## src/rtl/addr_xlat_pkg.sv

```systemverilog
package addr_xlat_pkg;
  typedef enum logic [2:0] {
    MODE_DIRECT = 3'd0,
    MODE_IMM    = 3'd1,
    MODE_INDIR  = 3'd2,
    MODE_INDEX  = 3'd3,
    MODE_REL    = 3'd4
  } xlat_mode_e;
endpackage

```

## src/rtl/xlat_bank_regs.sv

```systemverilog
module xlat_bank_regs #(
  parameter int RBANK_W   = 2,
  parameter int ROMBANK_W = 4,
  parameter int CTL_W     = 8,
  parameter int EXP_BIT   = 4,
  parameter logic [ROMBANK_W-1:0] DFLT_BANK = 8
) (
  input  logic                 clk,
  input  logic                 rst,
  input  logic                 bank_we,
  input  logic [RBANK_W-1:0]   rbank_in,
  input  logic [ROMBANK_W-1:0] rombank_in,
  input  logic                 ctl_we,
  input  logic [CTL_W-1:0]     ctl_in,
  output logic [RBANK_W-1:0]   rbank,
  output logic [ROMBANK_W-1:0] eff_bank
);
  logic [ROMBANK_W-1:0] rombank_q;
  logic                 expand_q;

  always_ff @(posedge clk) begin
    if (rst) begin
      rbank     <= '0;
      rombank_q <= '0;
      expand_q  <= 1'b0;
    end else begin
      if (bank_we) begin
        rbank     <= rbank_in;
        rombank_q <= rombank_in;
      end
      if (ctl_we) expand_q <= ctl_in[EXP_BIT];
    end
  end

  assign eff_bank = expand_q ? rombank_q : DFLT_BANK;
endmodule

```

## src/rtl/xlat_ea_route.sv

```systemverilog
module xlat_ea_route
  import addr_xlat_pkg::*;
#(
  parameter int REG_W     = 8,
  parameter int RBANK_W   = 2,
  parameter int ADDR_W    = 16,
  parameter int ROMBANK_W = 4
) (
  input  logic [2:0]                  mode,
  input  logic [REG_W-1:0]            reg_opnd,
  input  logic [ADDR_W-1:0]           base,
  input  logic [ADDR_W-1:0]           off,
  input  logic [RBANK_W-1:0]          rbank,
  input  logic [ROMBANK_W-1:0]        bank,
  output logic                        to_ext,
  output logic [REG_W+RBANK_W-1:0]    int_addr,
  output logic [ROMBANK_W+ADDR_W-1:0] ext_addr
);
  localparam int INT_W    = REG_W + RBANK_W;
  localparam int INT_SPAN = 1 << INT_W;

  xlat_mode_e  m;
  logic        use_ea;
  logic        add_off;
  logic [ADDR_W-1:0] ea;

  always_comb begin
    m = xlat_mode_e'(mode);
    use_ea  = (m == MODE_INDIR) || (m == MODE_INDEX) || (m == MODE_REL);
    add_off = (m == MODE_INDEX) || (m == MODE_REL);
    ea = base + (add_off ? off : '0);
    to_ext   = 1'b0;
    int_addr = '0;
    ext_addr = '0;
    if (!use_ea) begin
      int_addr = {rbank, reg_opnd};
    end else if (ea < ADDR_W'(INT_SPAN)) begin
      int_addr = ea[INT_W-1:0];
    end else begin
      to_ext   = 1'b1;
      ext_addr = {bank, ea};
    end
  end
endmodule

```

## src/rtl/addr_xlat_unit.sv

```systemverilog
module addr_xlat_unit #(
  parameter int REG_W     = 8,
  parameter int RBANK_W   = 2,
  parameter int ADDR_W    = 16,
  parameter int ROMBANK_W = 4,
  parameter int CTL_W     = 8,
  parameter int EXP_BIT   = 4,
  parameter logic [ROMBANK_W-1:0] DFLT_BANK = 8
) (
  input  logic                        clk,
  input  logic                        rst,
  input  logic                        acc_valid,
  input  logic [2:0]                  acc_mode,
  input  logic [REG_W-1:0]            acc_reg,
  input  logic [ADDR_W-1:0]           acc_base,
  input  logic [ADDR_W-1:0]           acc_off,
  input  logic                        cfg_bank_we,
  input  logic [RBANK_W-1:0]          cfg_rbank,
  input  logic [ROMBANK_W-1:0]        cfg_rombank,
  input  logic                        cfg_ctl_we,
  input  logic [CTL_W-1:0]            cfg_ctl,
  output logic                        out_valid,
  output logic                        out_ext,
  output logic [REG_W+RBANK_W-1:0]    out_int_addr,
  output logic [ROMBANK_W+ADDR_W-1:0] out_ext_addr
);
  localparam int INT_W = REG_W + RBANK_W;
  localparam int EXT_W = ROMBANK_W + ADDR_W;

  logic [RBANK_W-1:0]   rbank;
  logic [ROMBANK_W-1:0] eff_bank;
  logic                 nx_ext;
  logic [INT_W-1:0]     nx_int;
  logic [EXT_W-1:0]     nx_extaddr;

  xlat_bank_regs #(
    .RBANK_W(RBANK_W), .ROMBANK_W(ROMBANK_W), .CTL_W(CTL_W),
    .EXP_BIT(EXP_BIT), .DFLT_BANK(DFLT_BANK)
  ) u_regs (
    .clk(clk), .rst(rst),
    .bank_we(cfg_bank_we), .rbank_in(cfg_rbank), .rombank_in(cfg_rombank),
    .ctl_we(cfg_ctl_we), .ctl_in(cfg_ctl),
    .rbank(rbank), .eff_bank(eff_bank)
  );

  xlat_ea_route #(
    .REG_W(REG_W), .RBANK_W(RBANK_W), .ADDR_W(ADDR_W), .ROMBANK_W(ROMBANK_W)
  ) u_route (
    .mode(acc_mode), .reg_opnd(acc_reg), .base(acc_base), .off(acc_off),
    .rbank(rbank), .bank(eff_bank),
    .to_ext(nx_ext), .int_addr(nx_int), .ext_addr(nx_extaddr)
  );

  always_ff @(posedge clk) begin
    if (rst) begin
      out_valid    <= 1'b0;
      out_ext      <= 1'b0;
      out_int_addr <= '0;
      out_ext_addr <= '0;
    end else begin
      out_valid <= acc_valid;
      if (acc_valid) begin
        out_ext      <= nx_ext;
        out_int_addr <= nx_int;
        out_ext_addr <= nx_extaddr;
      end
    end
  end
endmodule

```

## config.mk

```make
export PLATFORM = sky130hd
export DESIGN_NAME = addr_xlat_unit
export DESIGN_NICKNAME = d
export VERILOG_FILES = /design/src/rtl/addr_xlat_pkg.sv /design/src/rtl/xlat_bank_regs.sv /design/src/rtl/xlat_ea_route.sv /design/src/rtl/addr_xlat_unit.sv
export SDC_FILE = /design/constraint.sdc
export NUM_CORES = 1
export LEC_CHECK = 0
export CORE_ASPECT_RATIO = 0.7
export CORE_MARGIN = 8
export CORE_UTILIZATION = 30
export CTS_BUF_LIST = sky130_fd_sc_hd__clkbuf_16
export CTS_CLUSTER_DIAMETER = 150
export DETAILED_ROUTE_END_ITERATION = 12
export PLACE_DENSITY = 0.69
export SLEW_MARGIN = 15
export SYNTH_ARGS = -nofsm -noshare
export SYNTH_HDL_FRONTEND = slang
export SYNTH_SLANG_ARGS = --single-unit
```

## constraint.sdc

```tcl
create_clock -name clk -period 3.96 [get_ports clk]
set_clock_uncertainty 0.15 [all_clocks]
set_input_delay 0.792 -clock clk [delete_from_list [all_inputs] [get_ports clk]]
set_output_delay 0.792 -clock clk [all_outputs]
set_load 0.01 [all_outputs]
```

# After elaboration in Yosys (flattened, before gate mapping)
# Cells that the tools add are included.
# totals
register_bits,39
out_inout_bits,32
# classes
n_lt_le_gt_ge,1
addsub,1
reduce_logical,3
n_eq_ne,3
n_mux,8
# op_table
operator,n
20-bit 2-to-1 mux,2
10-bit 2-to-1 mux,2
16-bit adder,1
16-bit by 11-bit < comparator with 1-bit output (second input constant),1
16-bit 2-to-1 mux,1
3-bit by 2-bit equality test with 1-bit output (second input constant),2
4-bit 2-to-1 mux,1
3-bit equality test (second input constant),1
1-bit logical OR,3
1-bit 2-to-1 mux,2

# Logic depth before layout (Yosys ltp)
# Gate-level depths: netlist of run 1.
# depth
word_depth,7
depth_mapped,16
ltp_nobuf,14

# Modules after synthesis
# Synthesis of run 1 repeated with hierarchy kept, for this count alone.
# hier_totals
cells_unflattened,317
hier_area_um2,2698.8
# modules_own_cells
mod,seq_area_each_um2,area_each_um2,n_inst,cells_each
xlat_ea_route,0.0,1268.7,1,189
addr_xlat_unit,640.6,1157.4,1,102
xlat_bank_regs,140.1,272.8,1,26

# Worst setup path after synthesis of run 1
# OpenSTA, ideal clock, no wires.
# synth_timing
path_kind,input port to flip-flop
from,input port acc_mode[0]
to,register out_ext_addr[1]
required_time_ns,3.693
slack_ns,-0.192
stages,16
path_buffers,2
t_arrival_ns,3.886
path_cell_list,nor3b_1 -> a21o_1 -> clkbuf_1 -> and2_1 -> ha_1 -> inv_1 -> fa_1 -> nor2b_1 -> o211ai_2 -> a31oi_2 -> a22oi_1 -> a211o_1 -> nor4_4 -> nor2_2 -> buf_2 -> a22o_1
# synth_between
elab_chain_len,7
elab_cells_between_ends,11
# synth_rtl
item,line,text
from (decl),addr_xlat_unit.sv:13,"input logic [2:0] acc_mode,"
3-bit by 2-bit equality test with 1-bit output or 3-bit equality test (tied branches),"xlat_ea_route.sv:29, xlat_ea_route.sv:30",
1-bit logical OR,xlat_ea_route.sv:30,add_off = (m == MODE_INDEX) || (m == MODE_REL);
16-bit 2-to-1 mux,xlat_ea_route.sv:31,ea = base + (add_off ? off : '0);
16-bit adder,xlat_ea_route.sv:31,
16-bit by 11-bit < comparator with 1-bit output,xlat_ea_route.sv:37,end else if (ea < ADDR_W'(INT_SPAN)) begin
20-bit 2-to-1 mux,xlat_ea_route.sv:37,
20-bit 2-to-1 mux (*),xlat_ea_route.sv:35,if (!use_ea) begin
to (signal assigned),addr_xlat_unit.sv:65,out_ext_addr <= nx_extaddr;
to (decl),addr_xlat_unit.sv:25,output logic [ROMBANK_W+ADDR_W-1:0] out_ext_addr
# Mark *: on every way between the ends. The rest lies on a longest branch, timed or not.
# A chain may end at the register's enable or synchronous reset.

# Final worst setup path of run 1
# layout_timing
from,input port acc_mode[2]
to,register out_int_addr[3]
# layout_between
elab_chain_len,7
elab_cells_between_ends,11
# layout_rtl
item,line,text
3-bit by 2-bit equality test with 1-bit output or 3-bit equality test (tied branches),"xlat_ea_route.sv:29, xlat_ea_route.sv:30",
1-bit logical OR,xlat_ea_route.sv:30,
16-bit 2-to-1 mux,xlat_ea_route.sv:31,
16-bit adder,xlat_ea_route.sv:31,
16-bit by 11-bit < comparator with 1-bit output,xlat_ea_route.sv:37,
10-bit 2-to-1 mux,xlat_ea_route.sv:37,
10-bit 2-to-1 mux (*),xlat_ea_route.sv:35,
to (signal assigned),addr_xlat_unit.sv:64,out_int_addr <= nx_int;
to (decl),addr_xlat_unit.sv:24,"output logic [REG_W+RBANK_W-1:0] out_int_addr,"
# Marks and branches as above.

==> impl_results.md, run 1 <==
- Slew headroom: 28.5%
- Share of cells above drive strength 1: a little over a quarter
- Initial Util: 30.3%
- Peak VDD IR: about 0.16 mV
- Setup crit start kind: input port
- Worst Hold Depth: 1
- Depth of the worst register-to-register path: 3
- Total Wirelength: 7960 um
- Later-pin clock latency in the skew report: 280 ps
- Final setup viols: 0
- Async set-reset flop share out of synthesis: 0%
- Detailed-route via count: 2472
- Tcrit/Tclk final: 96.4%
- Root buffer cell: clkbuf_16
- Clk slew on worst S/H paths: 60 ps
- Syn Nets: 346
- Detail Placement HPWL: about 6000 um
- Highest Clock Rate: approximately 260 MHz
- Fin worst setup slack: 143 ps
- Util after Layout: 53.5%
- Chip Width: 122 um
- Yosys Warn Count: 0
- Synth top area cells: dfxtp_1, ha_1, nor2_1
- Die area: 11000 um^2
- Outcome: finished clean
- Cell Pwr Density: 301 nW/um^2
- Total track usage: 14.2%
- Max Cap Viol: 0
- Final GP Congestion: approximately 0.77
- Crit. Startpoint: acc_mode[2]
- # nets final: 485
- Pin slew with the least headroom to its limit: 1070 ps
- Iter 0 DRT Violations: 114
- IO Pins: 94
- Wire per inst: 15.6 um
- Syn avg cell area: approximately 8.8 um^2
- Post-synthesis register bit count: 39
- Die H: about 90 um
- CTS buffer count: 5
- Setup slack at placement: -708 ps
- Clock buffer depth: 2
- Critical Path End Type: flop
- Post-synthesis sequential area ratio: 33.3%
- Port Buf Inserts: 86
- Top cell type by total area after synthesis: dfxtp_1
- Hold WC Path Type: flop to flop
- Critical Path RT: 4010 ps
- Initial antenna violation count: 0
- Lkg Pwr: 1.71 nW
- Post-synth top cells: dfxtp_1, nor2_1, nand2_1, nand3_1, ha_1
- Synth top area share: roughly a third
- Final hold violations: 0
- Yosys cell types: 49
- Std-Cell Core Area: 7740 um^2
- Fin crit period: between 3000 and 4000 ps
- Global-route wire length before repair: 12600 um
- H-tree Lvls: 2
- Num rows: 27
- Cell with the most instances after synthesis: dfxtp_1
- Crit-path max FO: 8
- Total power: 1.25 mW
- DR vias/cell: between 4 and 5
- Post-Syn Area: 2350 um^2
- TritonCTS Sinks: 39
- Vias in the first global route: 2518
- Final Max Tran Viols: 0
- Synth Instances: approximately 270
- Grt total ovfl: 0
- Area delta synth->final: 76.4%
- Largest net degree at the start of global routing: 31
- DRC errors left: 0
- Main synth FF type: dfxtp_1
- Worst hold start: out_ext$_SDFFE_PP0P_
- Arrival time at the worst endpoint: roughly 3900 ps
- RR Startpoint: out_int_addr[9]$_SDFFE_PP0P_
- Setup CP Type: input port to flop
- EDFF count, synth: 0
- Routed Antenna Nets: 0
- Diodes inserted: 0
- CTS tree: built
- DR pass1 iterations: 4
sequential cells by signal, summed over array words and instances, names as in the netlist:
name,flops
out_valid,1
out_int_addr,10
u_regs.rombank_q,4
u_regs.expand_q,1
out_ext,1
out_ext_addr,20
u_regs.rbank,2
power by group:
group / switching [mW] / internal [mW] / total [mW] / leakage (nW)
registers: 0.0118 / 0.413 / 0.425 / 0.319
clock network: 0.156 / 0.294 / 0.450 / 0.0812
logic: 0.166 / 0.207 / 0.373 / 1.31
per-stage QoR:
step           hold slack [ps]  cell area [um^2]  setup TNS, ps  cells
2_1_floorplan              301              2360              0    268
3_3_place_gp               286              3620         -12860    483
3_5_place_dp               290              3620         -15720    483
4_1_cts                    304              4010              0    502
5_1_grt                    338              4140          -24.2    509
6_report                   299              4140              0    509
cells in the final DEF (no fill, tap or decap), types with 3 or more instances in the layout:
master / synthesis / final
a21o_1: 5 / 4
a21oi_1: 12 / 10
a22o_1: 10 / 10
a311oi_1: 4 / 3
a311oi_2: 4 / 5
a32o_1: 4 / 3
and2_1: 14 / 12
and3_1: 3 / 3
buf_4: 0 / 54
buf_6: 1 / 4
clkbuf_16: 0 / 5
clkdlybuf4s50_1: 0 / 83
dfxtp_1: 39 / 39
ha_1: 15 / 10
ha_4: 0 / 4
inv_1: 7 / 6
mux2i_1: 8 / 7
nand2_1: 20 / 20
nand2b_1: 7 / 7
nand3_1: 17 / 13
nand3_2: 0 / 4
nor2_1: 24 / 24
nor2b_1: 5 / 3
nor3_1: 3 / 3
o21ai_0: 8 / 8
xnor2_1: 5 / 4
xor2_1: 7 / 7
per-layer routing:
layer  up-vias  part of all wire (%)  GRT usage, %  wire length, um
li1       1250                     -             -                -
met1      1146                    46          18.1             3650
met2        70                    45          22.5             3600
met3         6                   7.9          4.37              625
met4         0                   1.0          3.89               83
met5         -                     0             0                0
area by class of cell:
| cell class | count | area, um^2 |
|---|---|---|
| inverter | 7 | 26.3 |
| timing repair buffer | 145 | 1350 |
| fill | 728 | 3590 |
| clock inverter | 3 | 38.8 |
| sequential | 39 | 781 |
| multi-input combinational | 209 | 1690 |
| tap | 101 | 126 |
| clock buffer | 5 | 125 |
logic make-up after synthesis:
| kind of cell | after synthesis | synth area share, % |
|---|---|---|
| XOR/XNOR | 12 | 4.48 |
| adder cells (fa/ha/maj) | 16 | 8.85 |
| flip-flops | 39 | 33.3 |
| multiplexers | 8 | 3.41 |
| AO/OA/AOI/OAI | 69 | 23.3 |
| buffers and inverters | 20 | 3.57 |
| AND/OR/NAND/NOR | 104 | 23.1 |
worst paths after layout:
| check | to | slack, ps |
|---|---|---|
| worst max-delay path | out_int_addr[3]$_SDFFE_PP0P_ | 140 |
| worst min-delay path | out_ext$_SDFFE_PP0P_ | 300 |
| worst max register to register | out_int_addr[9]$_SDFFE_PP0P_ | 3010 |
| worst min register to register | out_ext$_SDFFE_PP0P_ | 300 |
critical path, stage by stage:
cell	delay, ps
buf_4	120
nor3b_4	150
a21o_4	200
buf_12	130
and2_4	140
ha_4	150
inv_2	50
fa_2	220
nor2b_4	50
o211ai_2	190
a31oi_4	140
buf_4	160
a211o_1	280
a211o_1	300
nor4_4	240
buf_4	220
nand3_2	70
a311oi_2	250
timing repair:
item / in CTS / in global routing
gates resized for setup: 40 / 15
cloned: 2 / 0
hold buffers: 0 / 0
pin swaps: 19 / 10
setup buffers: 9 / 7
setup endpoints to repair: 26 / 25
Power figures use the tool's default switching activity.
==> inputs of run 2 (changes only) <==
Settings changed: HOLD_SLACK_MARGIN set to 0.08, PLACE_DENSITY 0.69 to 0.67.
Clock period 3.96 ns to 4.7 ns, I/O delays scaled along.
==> impl_results.md, run 2 (synthesis gave the netlist of run 1 again) <==
- # nets final: 452 (-6.8%)
- Std-Cell Core Area: 7740 um^2 (unchanged)
- DRC errors left: 0 (unchanged)
- Root buffer cell: clkbuf_16
- DR vias/cell: 4.88 (+0.57%)
- Setup CP Type: input port to flop
- Final setup viols: 0 (unchanged)
- Detail Placement HPWL: 5870 um (-2.3%)
- CP max stage cell: clkdlybuf4s50_1
- TritonCTS Sinks: 39 (unchanged)
- Max reg flops: 20 (unchanged)
- Total track usage: 13.0% (-1.2 points)
- Highest Clock Rate: between 200 and 250 MHz
- WHS: 306 ps (+7.00 ps)
- RSZ-0062 raised after global routing: no
- Crit-path max FO: 16 (+8)
- Vias in the first global route: 2355 (-6.5%)
- Later-pin clock latency in the skew report: 270 ps (about the same)
- Area delta synth->final: 56.9%
- Iter 0 DRT Violations: 120 (+5.3%)
- Global-route wire length before repair: 11700 um (-7.7%)
- Critical Path RT: 4730 ps (+720 ps)
- Tcrit/Tclk final: 93.9%
- Slew headroom: 30.4% (+1.9 points)
- Cell Pwr Density: 268 nW/um^2 (-11%)
- Chip Width: 122 um (unchanged)
- Initial Util: 30.3% (unchanged)
- Lkg Pwr: 1.50 nW (-12%)
- Final hold violations: 0 (unchanged)
- Clk slew on worst S/H paths: 60 ps (about the same)
- Fin Setup TNS: 0 ps (unchanged)
- Commonest non-fill, non-tap cell in the layout: clkdlybuf4s50_1
- Port Buf Inserts: 86 (unchanged)
- Detailed-route via count: 2325 (-5.9%)
- Num rows: 27 (unchanged)
- Total power: 0.987 mW (-21%)
- Critical Path End Type: flop
- Max Cap Viol: 0 (unchanged)
- H-tree Lvls: 2 (unchanged)
- Total Wirelength: 7230 um (-9.2%)
- Hold WC Path Type: flop to flop
- Outcome: finished clean
- Initial antenna violation count: 0 (unchanged)
- Share of cells above drive strength 1: 13.3% (-13 points)
- Pin slew with the least headroom to its limit: 1040 ps (-28.6 ps)
- DR pass1 iterations: 4 (unchanged)
- Util after Layout: 47.6% (-5.9 points)
- Regs by FF count: out_ext_addr (20), out_int_addr (10), u_regs.rombank_q (4)
- Grt total ovfl: 0 (unchanged)
- Final GP Congestion: 0.806 (+4.3%)
- Final Max Tran Viols: 0 (unchanged)
- Arrival time at the worst endpoint: 4450 ps (+590 ps)
- Largest net degree at the start of global routing: 33 (+6.5%)
- Die area: 11000 um^2 (unchanged)
- CTS tree: built
- Critical-path cell list: clkdlybuf4s50_1, nor3b_2, a21o_1, buf_12, and2_1, ha_1, inv_1, fa_1, nor2b_2, o211ai_2, a31oi_4, a22oi_1, a211o_1, nor4_4, buf_6, nand3_1, a311oi_1
- CTS buffer count: 5 (unchanged)
- Routed Antenna Nets: 0 (unchanged)
- Setup crit start kind: input port
- Most frequent cells in the layout: clkdlybuf4s50_1, dfxtp_1, nor2_1, buf_4, nand2_1
- Fin crit period: 4410 ps
- Diodes inserted: 0 (unchanged)
- Peak VDD IR: 0.170 mV (+4.3%)
- Crit-path max cell delay: 480 ps (+180 ps)
- Die H: 90.0 um (unchanged)
- Wire per inst: 15.2 um (-2.9%)
- IO Pins: 94 (unchanged)
- Clock buffer depth: 2 (unchanged)
- Top reg by flops: out_ext_addr
## run 2: cell types whose count changed in the layout (fill, tap and decap cells not counted), sizes merged
cell / before / now
buf: 62 / 26
clkdlybuf4s50: 83 / 86
## run 2: what timing repair did
action | CTS | global route
resized for setup | 0 | 5
buffers inserted | 0 | 1
hold buffers | 0 | 0
setup endpoints to repair | 0 | 22
## run 2: area by class of cell
| type | count | area [um^2] |
|---|---|---|
| multi-input cells | 209 | 1500 |
| clock buffers | 5 | 125 |
| clock inverters | 3 | 38.8 |
| well taps | 101 | 126 |
| repair buffers | 112 | 1080 |
| fillers | 740 | 4050 |
| flip-flops and latches | 39 | 781 |
| inverters | 7 | 26.3 |
## run 2: worst max-delay path, delay by kind of cell
kind	cells	cell delay (ps)
compound gates	6	1200
simple gates	5	870
buf+inv	4	860
fa+ha+maj	2	560
## run 2: final timing paths
kind                                              startpoint                           end  slack [ps]  cells past startpoint
worst max-delay path                             acc_mode[2]  out_int_addr[0]$_SDFFE_PP0P_         290                     17
worst min-delay path                    out_ext$_SDFFE_PP0P_          out_ext$_SDFFE_PP0P_         310                      1
worst max register to register  out_int_addr[9]$_SDFFE_PP0P_  out_int_addr[9]$_SDFFE_PP0P_        3760                      3
worst min register to register          out_ext$_SDFFE_PP0P_          out_ext$_SDFFE_PP0P_         310                      1
## run 2: layer usage
metal,GRT usage [%],part of all wire [%],wire (um)
met1,18.1,49,3570
met2,19.1,42,3050
met3,4.00,7.9,572
met4,2.76,0.47,34
met5,0,0,0
## run 2: stage by stage
stage / worst slack, ps / instance area, um^2 / instances
after floorplan: 400 / 2350 / 268
after global placement: -161 / 3490 / 467
after detailed placement: -249 / 3490 / 467
after CTS: 25.4 / 3650 / 475
after global routing: 30.4 / 3680 / 476
final: 287 / 3680 / 476
## run 2: report_power, final
part	internal, mW	switching (mW)	leakage (nW)
Sequential	0.348	0.00942	0.319
Clock	0.247	0.124	0.0812
Combinational	0.138	0.120	1.10
Total	0.733	0.253	1.50
==> inputs of run 3 (changes only) <==
Settings changed: TNS_END_PERCENT set to 30.
==> results of run 3 <==
Same layout as run 2: the final DEF is identical, and so are final timing and power.
